File: src/rtl/br_pkg.sv
package br_pkg;
  typedef enum logic [1:0] {
    BK_NONE     = 2'd0,
    BK_IMM      = 2'd1,
    BK_COND_IMM = 2'd2,
    BK_COND_REG = 2'd3
  } br_kind_e;
endpackage

File: src/rtl/br_cond_check.sv
module br_cond_check #(
  parameter int FLD_W = 4
) (
  input  logic [4:0]         bo,
  input  logic [1:0]         bit_sel,
  input  logic [FLD_W-1:0]   cr_field,
  output logic               cond_ok
);
  localparam int TOP = FLD_W - 1;
  logic picked;

  // first condition bit of the field sits at its most significant end
  always_comb begin
    picked  = cr_field[TOP - int'(bit_sel)];
    cond_ok = bo[4] | (picked == bo[3]);
  end

  always_comb begin
    if (bo[4]) assert_cond_forced_R5: assert (cond_ok);
  end
endmodule

File: src/rtl/br_count_unit.sv
module br_count_unit #(
  parameter int XLEN = 64
) (
  input  logic [XLEN-1:0] cnt_in,
  input  logic [4:0]      bo,
  input  logic            mode32,
  output logic [XLEN-1:0] cnt_dec,
  output logic            cnt_ok
);
  localparam int HALF = XLEN / 2;
  logic lo_nz, hi_nz, tested_nz;

  assign cnt_dec = cnt_in - XLEN'(1);
  assign lo_nz   = |cnt_in[HALF-1:0];

  generate
    if (XLEN > HALF) begin : g_hi
      assign hi_nz = |cnt_in[XLEN-1:HALF];
    end else begin : g_nohi
      assign hi_nz = 1'b0;
    end
  endgenerate

  // in 32-bit mode only the low half counts
  always_comb begin
    tested_nz = mode32 ? lo_nz : (lo_nz | hi_nz);
    cnt_ok    = bo[2] | (tested_nz ^ bo[1]);
  end

  always_comb begin
    if (mode32 && cnt_in[HALF-1:0] == '0 && !bo[2] && !bo[1])
      assert_half_zero_fails_R7: assert (!cnt_ok);
  end
endmodule

File: src/rtl/br_target_gen.sv
module br_target_gen
  import br_pkg::*;
#(
  parameter int XLEN = 64,
  parameter int LI_W = 24,
  parameter int BD_W = 14
) (
  input  br_kind_e        kind,
  input  logic [LI_W-1:0] li,
  input  logic [BD_W-1:0] bd,
  input  logic            aa,
  input  logic            reg_sel_cnt,
  input  logic [XLEN-1:0] cur_addr,
  input  logic [XLEN-1:0] cnt_in,
  input  logic [XLEN-1:0] tgt_in,
  output logic [XLEN-1:0] target
);
  localparam int LI_PAD = XLEN - LI_W - 2;
  localparam int BD_PAD = XLEN - BD_W - 2;

  logic [XLEN-1:0] li_off, bd_off, off, imm_tgt, reg_src, reg_tgt;

  // sign-extend the word displacement and scale by four
  assign li_off = {{LI_PAD{li[LI_W-1]}}, li, 2'b00};
  assign bd_off = {{BD_PAD{bd[BD_W-1]}}, bd, 2'b00};

  always_comb begin
    off     = (kind == BK_IMM) ? li_off : bd_off;
    imm_tgt = aa ? off : (cur_addr + off);
    reg_src = reg_sel_cnt ? cnt_in : tgt_in;
    reg_tgt = {reg_src[XLEN-1:2], 2'b00};
    target  = (kind == BK_COND_REG) ? reg_tgt : imm_tgt;
  end

  always_comb begin
    if (kind == BK_COND_REG) assert_reg_aligned_R10: assert (target[1:0] == 2'b00);
  end
endmodule

File: src/rtl/br_resolve_unit.sv
module br_resolve_unit
  import br_pkg::*;
#(
  parameter int XLEN  = 64,
  parameter int LI_W  = 24,
  parameter int BD_W  = 14,
  parameter int CTX_W = 8
) (
  input  logic [1:0]       op_kind,
  input  logic [LI_W-1:0]  f_li,
  input  logic [BD_W-1:0]  f_bd,
  input  logic             f_aa,
  input  logic [4:0]       f_bo,
  input  logic [4:0]       f_bi,
  input  logic [9:0]       f_xo,
  input  logic             link_en,
  input  logic             mode32,
  input  logic [CTX_W-1:0] ctx_in,
  input  logic [XLEN-1:0]  cur_addr,
  input  logic [3:0]       cr_field,
  input  logic [XLEN-1:0]  cnt_in,
  input  logic [XLEN-1:0]  tgt_in,
  output logic [XLEN-1:0]  next_addr,
  output logic             next_vld,
  output logic [XLEN-1:0]  link_addr,
  output logic             link_vld,
  output logic [XLEN-1:0]  cnt_out,
  output logic             cnt_vld,
  output logic [CTX_W-1:0] ctx_out
);
  localparam logic [XLEN-1:0] INSN_BYTES = XLEN'(4);

  br_kind_e        kind;
  logic            cond_ok, cnt_ok, is_cond, is_br, taken;
  logic [XLEN-1:0] cnt_dec, target;
  logic            unused_fields;

  assign kind          = br_kind_e'(op_kind);
  assign unused_fields = ^{f_bi[4:2], f_xo[8:6], f_xo[4:0]};

  br_cond_check #(.FLD_W(4)) u_cond (
    .bo(f_bo), .bit_sel(f_bi[1:0]), .cr_field(cr_field), .cond_ok(cond_ok)
  );

  br_count_unit #(.XLEN(XLEN)) u_cnt (
    .cnt_in(cnt_in), .bo(f_bo), .mode32(mode32), .cnt_dec(cnt_dec), .cnt_ok(cnt_ok)
  );

  br_target_gen #(.XLEN(XLEN), .LI_W(LI_W), .BD_W(BD_W)) u_tgt (
    .kind(kind), .li(f_li), .bd(f_bd), .aa(f_aa),
    .reg_sel_cnt(f_xo[9] & ~f_xo[5]),
    .cur_addr(cur_addr), .cnt_in(cnt_in), .tgt_in(tgt_in), .target(target)
  );

  always_comb begin
    is_cond   = (kind == BK_COND_IMM) || (kind == BK_COND_REG);
    is_br     = (kind != BK_NONE);
    taken     = (kind == BK_IMM) | (is_cond & cond_ok & cnt_ok);
    next_vld  = taken;
    next_addr = taken ? target : '0;
    link_vld  = is_br & link_en;
    link_addr = link_vld ? (cur_addr + INSN_BYTES) : '0;
    cnt_vld   = is_cond & ~f_bo[2];
    cnt_out   = cnt_vld ? cnt_dec : '0;
    ctx_out   = ctx_in;
  end

  always_comb begin
    if (kind == BK_NONE)
      assert_idle_quiet_R1: assert (!next_vld && !link_vld && !cnt_vld);
    if (kind == BK_IMM)
      assert_imm_always_taken_R2: assert (next_vld && !cnt_vld);
    if (kind == BK_IMM)
      assert_imm_no_count_R4: assert (cnt_out == '0);
    if (link_vld)
      assert_link_return_R3: assert (link_addr - cur_addr == INSN_BYTES);
    if (is_cond && next_vld)
      assert_taken_needs_both_R8: assert (cond_ok && cnt_ok);
    if (cnt_vld)
      assert_count_step_R6: assert (cnt_in - cnt_out == XLEN'(1));
  end
endmodule

File: config.mk
export PLATFORM = sky130hd
export DESIGN_NAME = br_resolve_unit
export DESIGN_NICKNAME = d
export VERILOG_FILES = /design/src/rtl/br_pkg.sv /design/src/rtl/br_cond_check.sv /design/src/rtl/br_count_unit.sv /design/src/rtl/br_target_gen.sv /design/src/rtl/br_resolve_unit.sv
export SDC_FILE = /design/constraint.sdc
export NUM_CORES = 1
export LEC_CHECK = 0
export BUFFER_PORTS_ARGS = -buffer_cell sky130_fd_sc_hd__buf_2
export CAP_MARGIN = 20
export CELL_PAD_IN_SITES_DETAIL_PLACEMENT = 0
export CELL_PAD_IN_SITES_GLOBAL_PLACEMENT = 1
export CORE_AREA = 2 2 183 185
export DETAILED_ROUTE_END_ITERATION = 6
export DIE_AREA = 0 0 185 187
export PLACE_DENSITY = 0.78
export SLEW_MARGIN = 15
export SYNTH_ARGS = -nofsm -noshare
export SYNTH_HDL_FRONTEND = slang
export SYNTH_HIERARCHICAL = 1
export SYNTH_SLANG_ARGS = --single-unit
export TNS_END_PERCENT = 50
File: constraint.sdc
create_clock -name vclk -period 4.25
set_clock_uncertainty 0.05 [all_clocks]
set_input_delay 0.2125 -clock vclk [all_inputs]
set_output_delay 0.2125 -clock vclk [all_outputs]
set_load 0.005 [all_outputs]
Yosys cells after proc, flatten, opt, wreduce, memory -nomap -nowiden

Index checks and enable logic that the tools add are counted.

$lt $le $gt $ge: 1
Add/subtract/negate cells: 4
Equal/unequal tests: 4
Mux-type cells: 11
Reduce and logical (&&, ||, !) cells: 4
Bitwise gates (word level): 12

Operators by type and width:

| cell                                                                          | count |
|---|---|
| 64-bit two-way mux                                                            | 7 |
| 64-bit by 3-bit adder with 64-bit output, second input constant               | 1 |
| 64-bit adder                                                                  | 1 |
| 32-bit OR reduction                                                           | 2 |
| 64-bit by 1-bit subtractor with 64-bit output, second input constant          | 1 |
| 32-bit by 4-bit less-than comparator with 1-bit output, second input constant | 1 |
| 1-bit AND                                                                     | 5 |
| 2-bit == test, second input constant                                          | 2 |
| 1-bit OR                                                                      | 4 |
| 1-bit two-way mux                                                             | 3 |
| 2-bit by 2-bit subtractor with 3-bit output, first input constant             | 1 |
| 1-bit binary-select mux with 2-bit select                                     | 1 |
| 2-bit by 1-bit == test with 1-bit output, second input constant               | 1 |
| 1-bit inverter                                                                | 2 |
| 2-bit nonzero test                                                            | 1 |
| 1-bit == test                                                                 | 1 |
| 1-bit logical OR                                                              | 1 |
| 1-bit bitwise XOR                                                             | 1 |

Word-level logic and storage cells: 36
Input bits: 267
Output and inout bits: 203
Register bits: 0

Longest topological paths before layout

Gate-level depths: netlist (run 1).

Depth in word-level cells: 10
Depth in mapped cells: 18
Mapped depth without buffers: 17

Hierarchy

The synthesis (run 1) kept the hierarchy.

Modules (own cells, without submodules):

| module          | cells an instance | area each (um2) | instances | seq. area each (um2) |
|---|---|---|---|---|
| br_target_gen   | 867               | 5662.9          | 1         | 0.0 |
| br_resolve_unit | 430               | 2677.6          | 1         | 0.0 |
| br_count_unit   | 201               | 1332.5          | 1         | 0.0 |
| br_cond_check   | 3                 | 37.5            | 1         | 0.0 |

Worst setup path after synthesis (run 1)

Ideal clock, no wire load.

Path kind: input port to output port
Start point: input op_kind[1]
End point: output next_addr[62]
Stages on the path: 17
Required time: 3.988 ns
Arrival time: 3.859 ns
Setup slack: 0.129 ns
Path buffers: 1
Cells stage by stage: nand2b_1 > and2_1 > a21oi_1 > inv_1 > ha_1 > clkbuf_1 > a21oi_1 > o21a_1 > a21boi_1 > o221ai_1 > a211o_1 > a31oi_4 > o211ai_2 > o41ai_2 > xor2_1 > o22ai_1 > nor2b_1

Word-level cells in the longest chain between the ends: 6
Elaborated cells between the ends (all ways): 12
Classes of those cells: add/sub (1); eq/ne (3); mux (4); bitwise (3); reduce/logical (1)

RTL lines:

| what                                     | RTL line              | source |
|---|---|---|
| start: declaration                       | br_resolve_unit.sv:9  | `input logic [1:0] op_kind,` |
| 2-bit by 1-bit == test with 1-bit output | --                    |  |
| 64-bit two-way mux                       | br_target_gen.sv:28   | `off = (kind == BK_IMM) ? li_off : bd_off;` |
| 64-bit adder                             | br_target_gen.sv:29   | `imm_tgt = aa ? off : (cur_addr + off);` |
| 64-bit two-way mux                       | br_target_gen.sv:29   |  |
| 64-bit two-way mux (*)                   | br_target_gen.sv:32   | `target = (kind == BK_COND_REG) ? reg_tgt : imm_tgt;` |
| named net target[62]                     | br_resolve_unit.sv:35 | `logic [XLEN-1:0] cnt_dec, target;` |
| 64-bit two-way mux (*)                   | br_resolve_unit.sv:60 | `next_addr = taken ? target : '0;` |
| end: declaration                         | br_resolve_unit.sv:23 | `output logic [XLEN-1:0] next_addr,` |

Mark *: on every way through the listed nets, which the timed path passes. The rest lies on a longest branch.

Worst setup path in the final report (run 1)

Start point: input op_kind[0]
End point: output next_addr[60]

The elaborated chain is that of the path after synthesis.

==> reports/qor.csv, run 1 <==
metric,value,unit
status,"complete, no violations",
Syn Area/Cell,6.47,sq um
post-synthesis cell type count,87,
die area,34600,sq um
Overflow after GRT,0,
M1 GR Usage,0.359,
largest net degree at the start of global routing,80,
share of the yosys chip area belonging to registers,0,
Startpoint Class,primary input,
max-cap violation count,0,
routability-driven placement congestion ratio,0.984,
Yosys top cell by area,ha_1,
first-pass GRT wire length,69.4,mm
final setup fails,0,
Synth Net Count,1839,
synthesized area,9710,sq um
setup TNS,0,ps
Filler cells,3594,
core box area,32900,sq um
met3 Track Usage GR,0.0216,
final number of hold-violating endpoints,0,
Hold Worst Slack,375,ps
Worst VDD drop,0.0000437,V
Hold Path Class,primary input to output pin,
TritonRoute pass-1 iters,5,
sequential cell count,0,
register area,0,sq um
Crit. End Element,output pin,
Worst Tran Pin Value,871,ps
Syn. warnings,6,
met2 Usage GRT,0.402,
total number of vias,13235,
leakage power,0.00644,uW
wire per inst,18.7,um
Synth area leaders,"ha_1, a21oi_1, xnor2_1, xor2_1, nor2b_1",
area delta synth->final,39.4,%
share of the synthesized area in the top cell type,0.0902,
die height,187,um
initial core utilization,0.295,
port bufs,440,
Max Fclk,243,MHz
vias in the first global route,12289,
pwr/cell area,146,nW/um^2
antenna-violating nets left,0,
initial drt markers,843,
RSZ-0062 raised after global routing,true,
post-synthesis cell count,1501,
gr busiest metal,met2,
"Core Util, Final",0.412,
layout cells sized above 1,0.336,
Max-slew headroom,0.415,
All-Layer GR Usage,0.250,
fin worst setup slack,141,ps
nets,2356,
Worst EP required,3990,ps
I/O pin total,470,
WP data arrival,3850,ps
vias per inst,5.36,
fin crit share,0.967,
post-DP HPWL,38.5,mm
"count leader, synth",a21oi_1,
initial antenna violation count,10,
clock buffers,0,
drt total wl,46.1,mm
Post-CTS Hold Buffers,0,
"Min Clock Period, post-route",4110,ps
Crit Path Class,primary input to output pin,
"top cells by count, synth","a21oi_1, nand2_1, nor2_1",
Place WS,153,ps
row cnt,67,
Die X,185,um
Remaining DRCs,0,
Critical Path Fanout Max,10,
Final Max Tran Viols,0,
multi-input logic area,9240,sq um
[critical path, cell delays in order]
cell and delay, ps:
buf_2 120, nor2b_1 180, buf_6 180, nand2_1 120, nand2_1 80, ha_1 160, inv_1 60, fa_1 380
nand3b_1 190, a21o_1 210, a21oi_2 180, nor4_2 80, o31a_2 390, o21ba_2 270, o22a_1 210, o211ai_1 250
xnor2_1 170, o22ai_1 100, nor2b_1 150, buf_2 130
[per-layer routing]
metal / wire, um / vias up
met1: 22000 / 6248
met4: 887 / 4
met2: 20600 / 467
li1: - / 6464
met5: 27 / -
met3: 2530 / 52
[metrics by stage]
step | total power, uW | cell area (sq um) | std cells
3_5_place_dp | 1930 | 13400 | 2457
4_1_cts | 1940 | 13400 | 2457
5_1_grt | 2160 | 13500 | 2471
2_1_floorplan | 1050 | 9710 | 1501
3_3_place_gp | 1920 | 13400 | 2457
6_report | 1980 | 13500 | 2471
[logic make-up (layout without fill, tap and decap cells)]
group,Yosys count,count (layout),share of synthesized area
AO/OA/AOI/OAI,416,416,0.271
buffers and inverters,137,652,0.0588
AND/OR/NAND/NOR,681,681,0.394
adder cells (fa/ha/maj),71,71,0.0923
XOR/XNOR,148,148,0.133
other,0,7,0
multiplexers,48,48,0.0509
[worst paths after layout]
kind	cells past startpoint	start	to	slack [ps]
min	0	ctx_in[1]	ctx_out[1]	380
max	20	op_kind[0]	next_addr[60]	140
[report_power, final]
part	leakage (uW)	switching [uW]	internal (uW)
sequential	0	0	0
clock	0.0000000444	0	0.000221
combinational	0.00644	1070	905
total	0.00644	1070	905
[layout make-up]
cell class,count,share of cell area
Inverter,35,0.00970
Multi-Input combinational cell,1364,0.682
Tap cell,448,0.0414
Timing Repair Buffer,617,0.265
Antenna cell,7,0.00129
[placed cells by master (no fill, tap or decap), types with 5 or more instances in the layout]
cell type	count
a211oi_1	37
a21boi_0	5
a21o_1	35
a21oi_1	161
and2_1	77
and3_1	15
and4_1	6
buf_2	441
buf_4	170
diode_2	7
ha_1	70
inv_1	35
mux2i_1	46
nand2_1	127
nand2b_1	13
nand3_1	44
nand3b_1	7
nand4_1	48
nand4b_1	5
nor2_1	122
nor2b_1	85
nor3_1	31
nor4_1	10
nor4_2	5
o211ai_1	10
o21a_1	6
o21ai_0	71
o21bai_1	15
o22ai_1	13
o31ai_1	9
or2_2	8
or3_1	29
or4_1	17
xnor2_1	76
xor2_1	72
[what timing repair did]
item,4_1_cts,5_1_grt
gates resized for setup,0,12
endpoints found under the hold margin,0,0
endpoints found under the setup margin,0,17
setup buffers,0,5
Note: power is estimated with default switching activity, not from simulation.
==> inputs of run 2 (changes only) <==
Settings changed: REMOVE_ABC_BUFFERS set to 1.
==> run 2 against run 1 <==
Net effect:
- wire length grew 3.3%
- sequential share of layout area is the same
- flip-flop and latch count is the same
- maximum frequency shrank 0.17%
- non-clock buffer count grew 1
- global-route usage grew 0.72 points
- hold slack is essentially flat
- cell count is essentially flat
- largest cell class unchanged
- core utilization grew 0.46 points
- critical endpoint is now next_addr[56]
- highest routed layer is now met4
- first-iteration DRC count grew 6.2%
- via count grew 0.99%
==> reports/qor.csv, run 2 (same netlist as run 1, synthesis figures left out) <==
metric,value,unit,change
layout cells sized above 1,0.349,,+0.0127
"commonest non-fill, non-tap cells in the layout","buf_2, buf_4, a21oi_1",,
Startpoint Class,primary input,,
vias in the first global route,12584,,+2.4%
drt total wl,47.6,mm,+3.3%
clock buffers,0,,unchanged
Worst Tran Pin Value,856,ps,-15.8 ps
setup TNS,0,ps,unchanged
initial drt markers,895,,+6.2%
I/O pin total,470,,unchanged
Remaining DRCs,0,,unchanged
RSZ-0062 raised after global routing,true,,
initial antenna violation count,4,,-6
DP Cell Count,2462,,+0.20%
Post-CTS Hold Buffers,0,,unchanged
Worst EP required,3990,ps,about the same
sequential cell count,0,,unchanged
Max Fclk,243,MHz,-0.17%
Crit. End Element,output pin,,
Overflow after GRT,0,,unchanged
antenna-violating nets left,0,,unchanged
area delta synth->final,41.0,%,
pwr/cell area,149,nW/um^2,+2.0%
final number of hold-violating endpoints,0,,unchanged
status,"complete, no violations",,
core box area,32900,sq um,unchanged
Filler cells,3594,,unchanged
WP data arrival,3850,ps,about the same
total number of vias,13366,,+0.99%
TritonRoute pass-1 iters,5,,unchanged
leakage power,0.00646,uW,+0.19%
All-Layer GR Usage,0.257,,+0.00721
first-pass GRT wire length,70.9,mm,+2.2%
Crit Path Class,primary input to output pin,,
initial core utilization,0.295,,unchanged
"Design Area, Final",13700,sq um,+1.1%
final setup fails,0,,unchanged
port bufs,440,,unchanged
post-DP HPWL,40.0,mm,+4.0%
wire per inst,19.3,um,+3.3%
Final Max Tran Viols,0,,unchanged
row cnt,67,,unchanged
max-cap violation count,0,,unchanged
Die X,185,um,unchanged
nets,2357,,+0.042%
fin crit share,0.969,,+0.00166
die area,34600,sq um,unchanged
Critical Path Fanout Max,7,,-3
vias per inst,5.41,,+1.1%
largest net degree at the start of global routing,66,,-18%
Max-slew headroom,0.425,,+0.0106
Place WS,-8.73,ps,-162 ps
register area,0,sq um,unchanged
Hold Path Class,primary input to output pin,,
Design Power,2040,uW,+3.2%
die height,187,um,unchanged
fin worst setup slack,134,ps,-7.05 ps
Layout Cells excl Fill,2469,,-0.081%
routability-driven placement congestion ratio,0.936,,-4.9%
"commonest non-fill, non-tap cell in the layout",buf_2,,
dpl cell area,13400,sq um,+0.14%
Worst VDD drop,0.0000433,V,-1.1%
"Min Clock Period, post-route",4120,ps,+7.05 ps
==> run 2: changes by cell type in the layout (fill, tap and decap cells not counted), sizes merged <==
cell and change:
buf +1, inv -1, diode -3, clkinvlp +1
==> run 2: path summary, 6_finish.rpt <==
check,start,endpoint,cells after the start
max,op_kind[1],next_addr[56],19
min,ctx_in[0],ctx_out[0],0
==> run 2: critical path, cell delays in order <==
cell,delay (ps)
buf_2,120
nand2b_4,170
and2_4,180
a21oi_1,130
buf_4,170
clkinvlp_4,190
buf_6,190
ha_1,320
buf_4,170
nand3_1,90
or3_1,330
or3_1,380
o21ba_4,240
o221ai_4,220
o31ai_2,100
xor2_1,220
o22ai_1,120
nor2b_1,160
buf_2,130
==> run 2: area by class of cell <==
| cell class | count | area (sq um) | share of cell area |
|---|---|---|---|
| antenna | 4 | 10.0 | 0.000731 |
| timing repair buffer | 618 | 3590 | 0.262 |
| inverter | 35 | 135 | 0.00987 |
| multi-input combinational | 1364 | 9390 | 0.686 |
| tap | 448 | 561 | 0.0409 |
==> run 2: through the flow <==
stage	hold WS, ps	util
finish	375	0.417
CTS	375	0.408
global placement	375	0.408
global route	375	0.417
floorplan	375	-
detailed placement	375	0.408
==> run 2: layer usage <==
metal	track usage	share of wire
met1	0.370	0.46
met2	0.414	0.45
met3	0.0210	0.064
met4	0.0549	0.022
met5	0	0
==> run 2: power breakdown <==
group / internal (uW) / total, uW / switching (uW) / leakage (uW)
registers: 0 / 0 / 0 / 0
clock network: 0.000126 / 0.000126 / 0 / 0.0000000254
logic: 932 / 2040 / 1110 / 0.00646
==> run 2: timing repair <==
action	4_1_cts	5_1_grt
pin swaps	1	16
resized for setup	1	48
buffers inserted	0	3
setup endpoints to repair	1	36
hold endpoints to repair	0	0
